[config.mk]
export PLATFORM = sky130hd
export DESIGN_NAME = mac_fir8
export DESIGN_NICKNAME = d
export VERILOG_FILES = /design/src/rtl/mac_fir_pkg.sv /design/src/rtl/sample_ptr.sv /design/src/rtl/sample_ram.sv /design/src/rtl/coef_rom.sv /design/src/rtl/mac_unit.sv /design/src/rtl/mac_fir8.sv
export SDC_FILE = /design/constraint.sdc
export NUM_CORES = 1
export LEC_CHECK = 0
export BUFFER_PORTS_ARGS = -buffer_cell sky130_fd_sc_hd__buf_2
export CORE_MARGIN = 2
export CORE_UTILIZATION = 60
export CTS_CLUSTER_DIAMETER = 40
export DETAILED_ROUTE_END_ITERATION = 10
export GPL_ROUTABILITY_DRIVEN = 0
export PLACE_DENSITY = 0.84
export SLEW_MARGIN = 10
export SYNTH_ARGS = -nofsm -noshare
export SYNTH_HDL_FRONTEND = slang
export SYNTH_SLANG_ARGS = --single-unit
[constraint.sdc]
create_clock -name clk -period 8.7 [get_ports clk]
set_input_delay 0.87 -clock clk [delete_from_list [all_inputs] [get_ports clk]]
set_output_delay 0.87 -clock clk [all_outputs]
set_load 0.02 [all_outputs]
[src/rtl/mac_fir_pkg.sv]
package mac_fir_pkg;

  typedef enum logic [1:0] {
    ST_IDLE  = 2'd0,
    ST_RUN   = 2'd1,
    ST_LATCH = 2'd2
  } pass_state_e;

endpackage

[src/rtl/sample_ptr.sv]
module sample_ptr #(
  parameter int TAPS = 8,
  localparam int TAP_W = $clog2(TAPS)
) (
  input  logic             clk,
  input  logic             rst_n,
  input  logic             advance,
  input  logic [TAP_W-1:0] tap,
  output logic [TAP_W-1:0] waddr,
  output logic [TAP_W-1:0] raddr
);

  logic [TAP_W-1:0] wr_q, wr_d;
  logic [TAP_W:0]   rd_sum;

  always_comb begin
    wr_d = wr_q;
    if (advance) begin
      if (wr_q == TAP_W'(TAPS - 1)) wr_d = '0;
      else                          wr_d = wr_q + 1'b1;
    end
  end

  always_ff @(posedge clk or negedge rst_n) begin
    if (!rst_n)       wr_q <= '0;
    else if (advance) wr_q <= wr_d;
  end

  // newest entry sits one below the write pointer; tap k steps further back
  always_comb begin
    rd_sum = {1'b0, wr_q} + (TAP_W+1)'(TAPS - 1) - {1'b0, tap};
    if (rd_sum >= (TAP_W+1)'(TAPS)) rd_sum = rd_sum - (TAP_W+1)'(TAPS);
    raddr = rd_sum[TAP_W-1:0];
  end

  assign waddr = wr_q;

endmodule

[src/rtl/sample_ram.sv]
module sample_ram #(
  parameter int TAPS   = 8,
  parameter int DATA_W = 16,
  localparam int TAP_W = $clog2(TAPS)
) (
  input  logic              clk,
  input  logic              rst_n,
  input  logic              cs,
  input  logic              we,
  input  logic              rd,
  input  logic [TAP_W-1:0]  waddr,
  input  logic [DATA_W-1:0] wdata,
  input  logic [TAP_W-1:0]  raddr,
  output logic [DATA_W-1:0] rdata
);

  logic [DATA_W-1:0] mem_q [TAPS];
  logic              wr_en;

  assign wr_en = cs & we;

  for (genvar i = 0; i < TAPS; i++) begin : g_word
    logic hit;
    assign hit = wr_en && (waddr == TAP_W'(i));
    always_ff @(posedge clk or negedge rst_n) begin
      if (!rst_n)   mem_q[i] <= '0;
      else if (hit) mem_q[i] <= wdata;
    end
  end

  assign rdata = (cs & rd) ? mem_q[raddr] : '0;

endmodule

[src/rtl/coef_rom.sv]
module coef_rom #(
  parameter int TAPS   = 8,
  parameter int COEF_W = 16,
  parameter int SEL_W  = 2,
  localparam int TAP_W = $clog2(TAPS),
  localparam int NBANK = 1 << SEL_W,
  localparam int DEPTH = NBANK * TAPS,
  localparam int IDX_W = $clog2(DEPTH)
) (
  input  logic              cs,
  input  logic              rd,
  input  logic [SEL_W-1:0]  bank,
  input  logic [TAP_W-1:0]  tap,
  output logic [COEF_W-1:0] coef
);

  function automatic logic [COEF_W-1:0] coef_at(input int b, input int k);
    logic [COEF_W-1:0] mag;
    mag = COEF_W'(1) << (COEF_W - 4);
    case (b % 4)
      0:       coef_at = (k == 0) ? COEF_W'(1) : '0;
      1:       coef_at = COEF_W'(k + 1);
      2:       coef_at = (k % 2 == 1) ? (~mag + 1'b1) : mag;
      default: coef_at = {1'b1, {(COEF_W-1){1'b0}}};
    endcase
  endfunction

  logic [COEF_W-1:0] rom [DEPTH];
  logic [IDX_W-1:0]  idx;

  for (genvar b = 0; b < NBANK; b++) begin : g_bank
    for (genvar k = 0; k < TAPS; k++) begin : g_tap
      assign rom[b*TAPS + k] = coef_at(b, k);
    end
  end

  assign idx  = IDX_W'(bank) * IDX_W'(TAPS) + IDX_W'(tap);
  assign coef = (cs & rd) ? rom[idx] : '0;

endmodule

[src/rtl/mac_unit.sv]
module mac_unit #(
  parameter int TAPS   = 8,
  parameter int DATA_W = 16,
  parameter int COEF_W = 16,
  localparam int PROD_W = DATA_W + COEF_W,
  localparam int ACC_W  = PROD_W + $clog2(TAPS)
) (
  input  logic              clk,
  input  logic              rst_n,
  input  logic              acc_clr,
  input  logic              acc_en,
  input  logic              acc_lat,
  input  logic [DATA_W-1:0] sample,
  input  logic [COEF_W-1:0] coef,
  output logic [ACC_W-1:0]  result,
  output logic              res_valid
);

  logic signed [PROD_W-1:0] prod;
  logic signed [ACC_W-1:0]  prod_ext;
  logic signed [ACC_W-1:0]  acc_q, acc_d;
  logic [ACC_W-1:0]         res_q, res_d;
  logic                     vld_q;

  assign prod     = $signed(sample) * $signed(coef);
  assign prod_ext = ACC_W'(prod);

  always_comb begin
    acc_d = acc_q;
    if (acc_clr)     acc_d = '0;
    else if (acc_en) acc_d = acc_q + prod_ext;
    res_d = acc_lat ? acc_q : res_q;
  end

  always_ff @(posedge clk or negedge rst_n) begin
    if (!rst_n)                  acc_q <= '0;
    else if (acc_clr || acc_en)  acc_q <= acc_d;
  end

  always_ff @(posedge clk or negedge rst_n) begin
    if (!rst_n)       res_q <= '0;
    else if (acc_lat) res_q <= res_d;
  end

  always_ff @(posedge clk or negedge rst_n) begin
    if (!rst_n) vld_q <= 1'b0;
    else        vld_q <= acc_lat;
  end

  assign result    = res_q;
  assign res_valid = vld_q;

endmodule

[src/rtl/mac_fir8.sv]
module mac_fir8
  import mac_fir_pkg::*;
#(
  parameter int TAPS   = 8,
  parameter int DATA_W = 16,
  parameter int COEF_W = 16,
  parameter int SEL_W  = 2,
  localparam int TAP_W = $clog2(TAPS),
  localparam int ACC_W = DATA_W + COEF_W + $clog2(TAPS)
) (
  input  logic              clk,
  input  logic              rst_n,
  input  logic              sample_valid,
  input  logic [DATA_W-1:0] sample_in,
  input  logic [SEL_W-1:0]  win_sel,
  output logic              sample_ready,
  output logic              out_valid,
  output logic [ACC_W-1:0]  out_data
);

  // reset: asserted asynchronously, released on the clock
  logic [1:0] rst_sync_q;
  logic       rst_int_n;

  always_ff @(posedge clk or negedge rst_n) begin
    if (!rst_n) rst_sync_q <= 2'b00;
    else        rst_sync_q <= {rst_sync_q[0], 1'b1};
  end
  assign rst_int_n = rst_sync_q[1];

  // pass controller
  pass_state_e      state_q, state_d;
  logic [TAP_W-1:0] tap_q, tap_d;
  logic [SEL_W-1:0] bank_q;
  logic             accept, running;
  logic             acc_clr, acc_en, acc_lat;

  assign accept  = sample_valid && (state_q == ST_IDLE);
  assign running = (state_q == ST_RUN);
  assign acc_clr = accept;
  assign acc_en  = running;
  assign acc_lat = (state_q == ST_LATCH);

  always_comb begin
    state_d = state_q;
    tap_d   = tap_q;
    case (state_q)
      ST_IDLE: begin
        if (accept) begin
          state_d = ST_RUN;
          tap_d   = '0;
        end
      end
      ST_RUN: begin
        if (tap_q == TAP_W'(TAPS - 1)) state_d = ST_LATCH;
        else                           tap_d   = tap_q + 1'b1;
      end
      ST_LATCH: state_d = ST_IDLE;
      default:  state_d = ST_IDLE;
    endcase
  end

  always_ff @(posedge clk or negedge rst_int_n) begin
    if (!rst_int_n) begin
      state_q <= ST_IDLE;
      tap_q   <= '0;
    end else begin
      state_q <= state_d;
      tap_q   <= tap_d;
    end
  end

  always_ff @(posedge clk or negedge rst_int_n) begin
    if (!rst_int_n)  bank_q <= '0;
    else if (accept) bank_q <= win_sel;
  end

  // datapath
  logic [TAP_W-1:0]  waddr, raddr;
  logic [DATA_W-1:0] ram_rdata;
  logic [COEF_W-1:0] rom_coef;
  logic              ram_cs, ram_we, ram_rd;

  assign ram_cs = accept | running;
  assign ram_we = accept;
  assign ram_rd = running;

  sample_ptr #(.TAPS(TAPS)) u_ptr (
    .clk     (clk),
    .rst_n   (rst_int_n),
    .advance (ram_cs & ram_we),
    .tap     (tap_q),
    .waddr   (waddr),
    .raddr   (raddr)
  );

  sample_ram #(.TAPS(TAPS), .DATA_W(DATA_W)) u_ram (
    .clk   (clk),
    .rst_n (rst_int_n),
    .cs    (ram_cs),
    .we    (ram_we),
    .rd    (ram_rd),
    .waddr (waddr),
    .wdata (sample_in),
    .raddr (raddr),
    .rdata (ram_rdata)
  );

  coef_rom #(.TAPS(TAPS), .COEF_W(COEF_W), .SEL_W(SEL_W)) u_rom (
    .cs   (running),
    .rd   (running),
    .bank (bank_q),
    .tap  (tap_q),
    .coef (rom_coef)
  );

  mac_unit #(.TAPS(TAPS), .DATA_W(DATA_W), .COEF_W(COEF_W)) u_mac (
    .clk       (clk),
    .rst_n     (rst_int_n),
    .acc_clr   (acc_clr),
    .acc_en    (acc_en),
    .acc_lat   (acc_lat),
    .sample    (ram_rdata),
    .coef      (rom_coef),
    .result    (out_data),
    .res_valid (out_valid)
  );

  assign sample_ready = (state_q == ST_IDLE);

endmodule

==> results summary <==
The flow ran to the end, and the final reports show no timing, DRC or antenna violations. The proportion of register bits with asynchronous set or reset after synthesis is 1.00. STA classifies the critical path endpoint as a flip-flop. The maximum clock frequency is between 100 and 150 MHz.

The row count is about 60. For this run, the detailed router's first-pass iteration total came to 5. The overall die height is ~170 µm.

The maximum number of pins on one net before global-route repair came out at 150. The count of buffers from port buffering is between 50 and 60. The synthesized-area fraction occupied by xor and xnor cells is 0.0212. The part of the Yosys area used for sequential elements is 0.311. The post-synthesis compound-gate area fraction was 0.0516. The violation count after the first detailed-routing iteration is 1007.

The post-route setup TNS is 0 ns. The total count of hold-check failures in the final report is 0. After technology mapping, the gate count stands at ~1600. The global-route wire length before repair came out at around 60 mm.

The initial antenna violation count came out at 2. Across every metal layer, demand over resource in global routing totals 0.259. Dividing the detail-routed wire length by the instance count gives about 18 µm.

The mux share of post-synthesis cell area came out at 0.155. The worst path in the final design needs a cycle of ~8.3 ns, including I/O delays and setup. The actual slew at the worst max-slew pin is approximately 1.1 ns.

The number of sinks handled by clock tree synthesis is between 200 and 250. The via total after detailed routing came out at approximately 12000. Of the cells placed in the final design, the portion with a size suffix greater than 1 is 0.196. The tool flagged a number of max-cap violations equal to 0.

The launching element type of the critical path is a flip-flop. The stage delay of the slowest cell on the critical path is ~0.60 ns. The count of unique library cells instantiated by Yosys is 54. Once the clock tree was built, the setup fixing pass inserted 0 buffers. By area the synthesized netlist is led by dfrtp_1 (31%), fa_1 (18%), ha_1 (11%).

The critical path crosses 29 cells after its start point. The number of pins exceeding their max-slew limit in the final report is 0. The clock root buffer master is clkbuf_16.

The arrival time reported for the critical path endpoint came out at between 8 and 9 ns. Relative to the synthesized area, the layout overhead comes to 10.6%. The count of cells along the worst register-to-register path came out at 29. The largest family of logic cells by synthesized area is adder cells. Leaving out filler cells and counting taps, the final layout contains 2085. The final cycle utilization of the critical path came out at 0.956. TritonCTS built the clock tree. The number of nets handed over by synthesis was between 1500 and 2000. CTS built an H-tree with a depth of 1.

The cell area after synthesis came out at about 17000 µm². Buffers inserted to repair hold after CTS numbered 0. Buffers inserted during clock tree synthesis total 29. Pin placement for this block handled 58 I/O pins.

The highest net fanout along the worst path came out at 19. Yosys mapped a number of flops with a built-in enable equal to 0. The clock insertion delay at the later pin of the skew report is about 0.57 ns. The via count of the first global-routing pass is ~12000. The remaining antenna violation count is 0. The area fraction in and, or, nand and nor cells after synthesis came out at 0.0763.

After clock tree synthesis, the repair step resized 0 gates. The worst slew slack as a fraction of its limit came out at 0.237. The adder-cell area share of the yosys netlist came out at 0.287.

Dividing the detail-routed via count by the number of cells gives approximately 5.6. The slowest stage of the critical path is the xnor2_4 cell. The most numerous cell type found on the critical path is inv_1. Setup repair after global routing left no endpoint under its margin. The worst hold path belongs to the class in2async.

The number of setup violations in the final report is 0. The mean instance size in the synthesized netlist came out at 10.4 µm². The total number of nets in the final design came out at approximately 2000.

Counting flops and latches in the post-synthesis netlist gives approximately 210. The largest total area in the synthesized netlist belongs to dfrtp_1. The initial core utilization came out at 0.610.

Grouping stages by cell kind, the critical path spends the most delay in adder cells. The global route total overflow is 0. The detailed-placement wirelength estimate came out at around 27 mm.

The post-detailed-routing wire length is ~37 mm. The fraction of post-synthesis cell area in the top cell type by area is 0.311. The Yosys step of the flow raised 0 warnings.

The number of placed instances, taps included, is 2029. The horizontal extent of the die is between 150 and 200 µm. The top flip-flop cell by instance count after synthesis is dfrtp_1. The clock skew after layout came out at around 0.024 ns. The setup slack of the worst register-to-register path is around 0.38 ns. The worst setup path is of the reg2reg kind. After floorplanning, the core was sized to cover 27800 µm². The number of buffers and inverters on the critical path is 7. The critical path required time came out at a little over 9 ns.

The deepest clock path buffer count is 3. The DRC violation count after routing came out at 0. The overall die area came out at about 30000 µm². Clock-pin slew was measured on the worst setup and hold paths at 0.06 ns.
-- per-stage QoR --
step                      utilization  hold WS (ns)  setup slack (ns)  area [µm²]
after floorplan                     -         0.331              1.09       17000
after global placement          0.637         0.335             0.940       17700
after detailed placement        0.637         0.340             0.624       17700
after CTS                       0.675        0.0854             0.587       18700
after global routing            0.675        0.0759             0.164       18700
final                           0.675        0.0957             0.384       18700
-- final timing paths --
check	endpoint	startpoint
min	rst_sync_q[1]	rst_n
min in group clk	rst_sync_q[1]	rst_sync_q[0]
max	u_mac.acc_q[32]	tap_q[0]
min reg2reg	rst_sync_q[1]	rst_sync_q[0]
max reg2reg	u_mac.acc_q[32]	tap_q[0]
max in group asynchronous	u_mac.result[30]	rst_sync_q[1]
-- placed cells by master, fill, tap and decap left out, types with 8 or more instances in the layout --
| cell | Yosys | routed |
|---|---|---|
| nand2_1 | 131 | 131 |
| nand3_1 | 24 | 24 |
| inv_1 | 383 | 383 |
| dfrtp_1 | 211 | 210 |
| a21oi_1 | 47 | 47 |
| buf_4 | 1 | 19 |
| buf_2 | 2 | 57 |
| nor3_1 | 10 | 10 |
| fa_1 | 149 | 149 |
| mux2_2 | 164 | 164 |
| mux2i_1 | 8 | 8 |
| xnor2_1 | 24 | 24 |
| nor2b_1 | 12 | 11 |
| mux4_2 | 31 | 31 |
| clkbuf_16 | 0 | 29 |
| ha_1 | 151 | 150 |
| xor2_1 | 12 | 12 |
| and2_1 | 20 | 20 |
| nor2_1 | 69 | 69 |
| o21ai_0 | 49 | 49 |
-- sequential cells by signal, indices dropped and copies added, names as in the netlist --
signal,count
u_ram.mem_q,128
u_mac.acc_q,35
u_mac.result,35
tap_q,3
u_ptr.waddr,3
bank_q,2
rst_sync_q,2
state_q,2
u_mac.res_valid,1
-- cell type report --
class                      instances  area, µm²
multi-input combinational        979      10000
fill                            2025       9030
sequential                       211       5280
inverter                         383       1440
clock buffer                      36        802
tap                              378        473
timing repair buffer              78        468
clock inverter                    18        236
antenna                            2       5.00
-- cell families (layout without fill, tap and decap cells) --
family / after synthesis / in the layout
DFF: 211 / 211
adders and majority gates: 300 / 300
other: 1 / 3
buffers and inverters: 436 / 515
and+or+nand+nor: 291 / 291
muxes: 203 / 203
xor gates and xnor gates: 38 / 38
AOI/OAI and AO/OA: 146 / 146
-- cell usage after synthesis, types with 20 or more instances --
library cell / count
inv_1: 383
nand3_1: 24
and2_1: 20
nand2_1: 131
mux2_2: 164
a21oi_1: 47
xnor2_1: 24
dfrtp_1: 211
mux4_2: 31
clkbuf_1: 46
ha_1: 151
nor2_1: 69
fa_1: 149
o21ai_0: 49
-- per-layer routing --
| layer | track usage | up-vias | part of all wire | wire length [µm] |
|---|---|---|---|---|
| met5 | 0 | - | 0 | 0 |
| met1 | 0.334 | 5812 | 0.41 | 15100 |
| met3 | 0.0442 | 110 | 0.057 | 2090 |
| met2 | 0.442 | 383 | 0.49 | 18100 |
| met4 | 0.0976 | 0 | 0.037 | 1340 |
| li1 | - | 5300 | - | - |
Power is not shown: default switching activity piles up to over one toggle a cycle in this logic, so the estimate is an artifact.
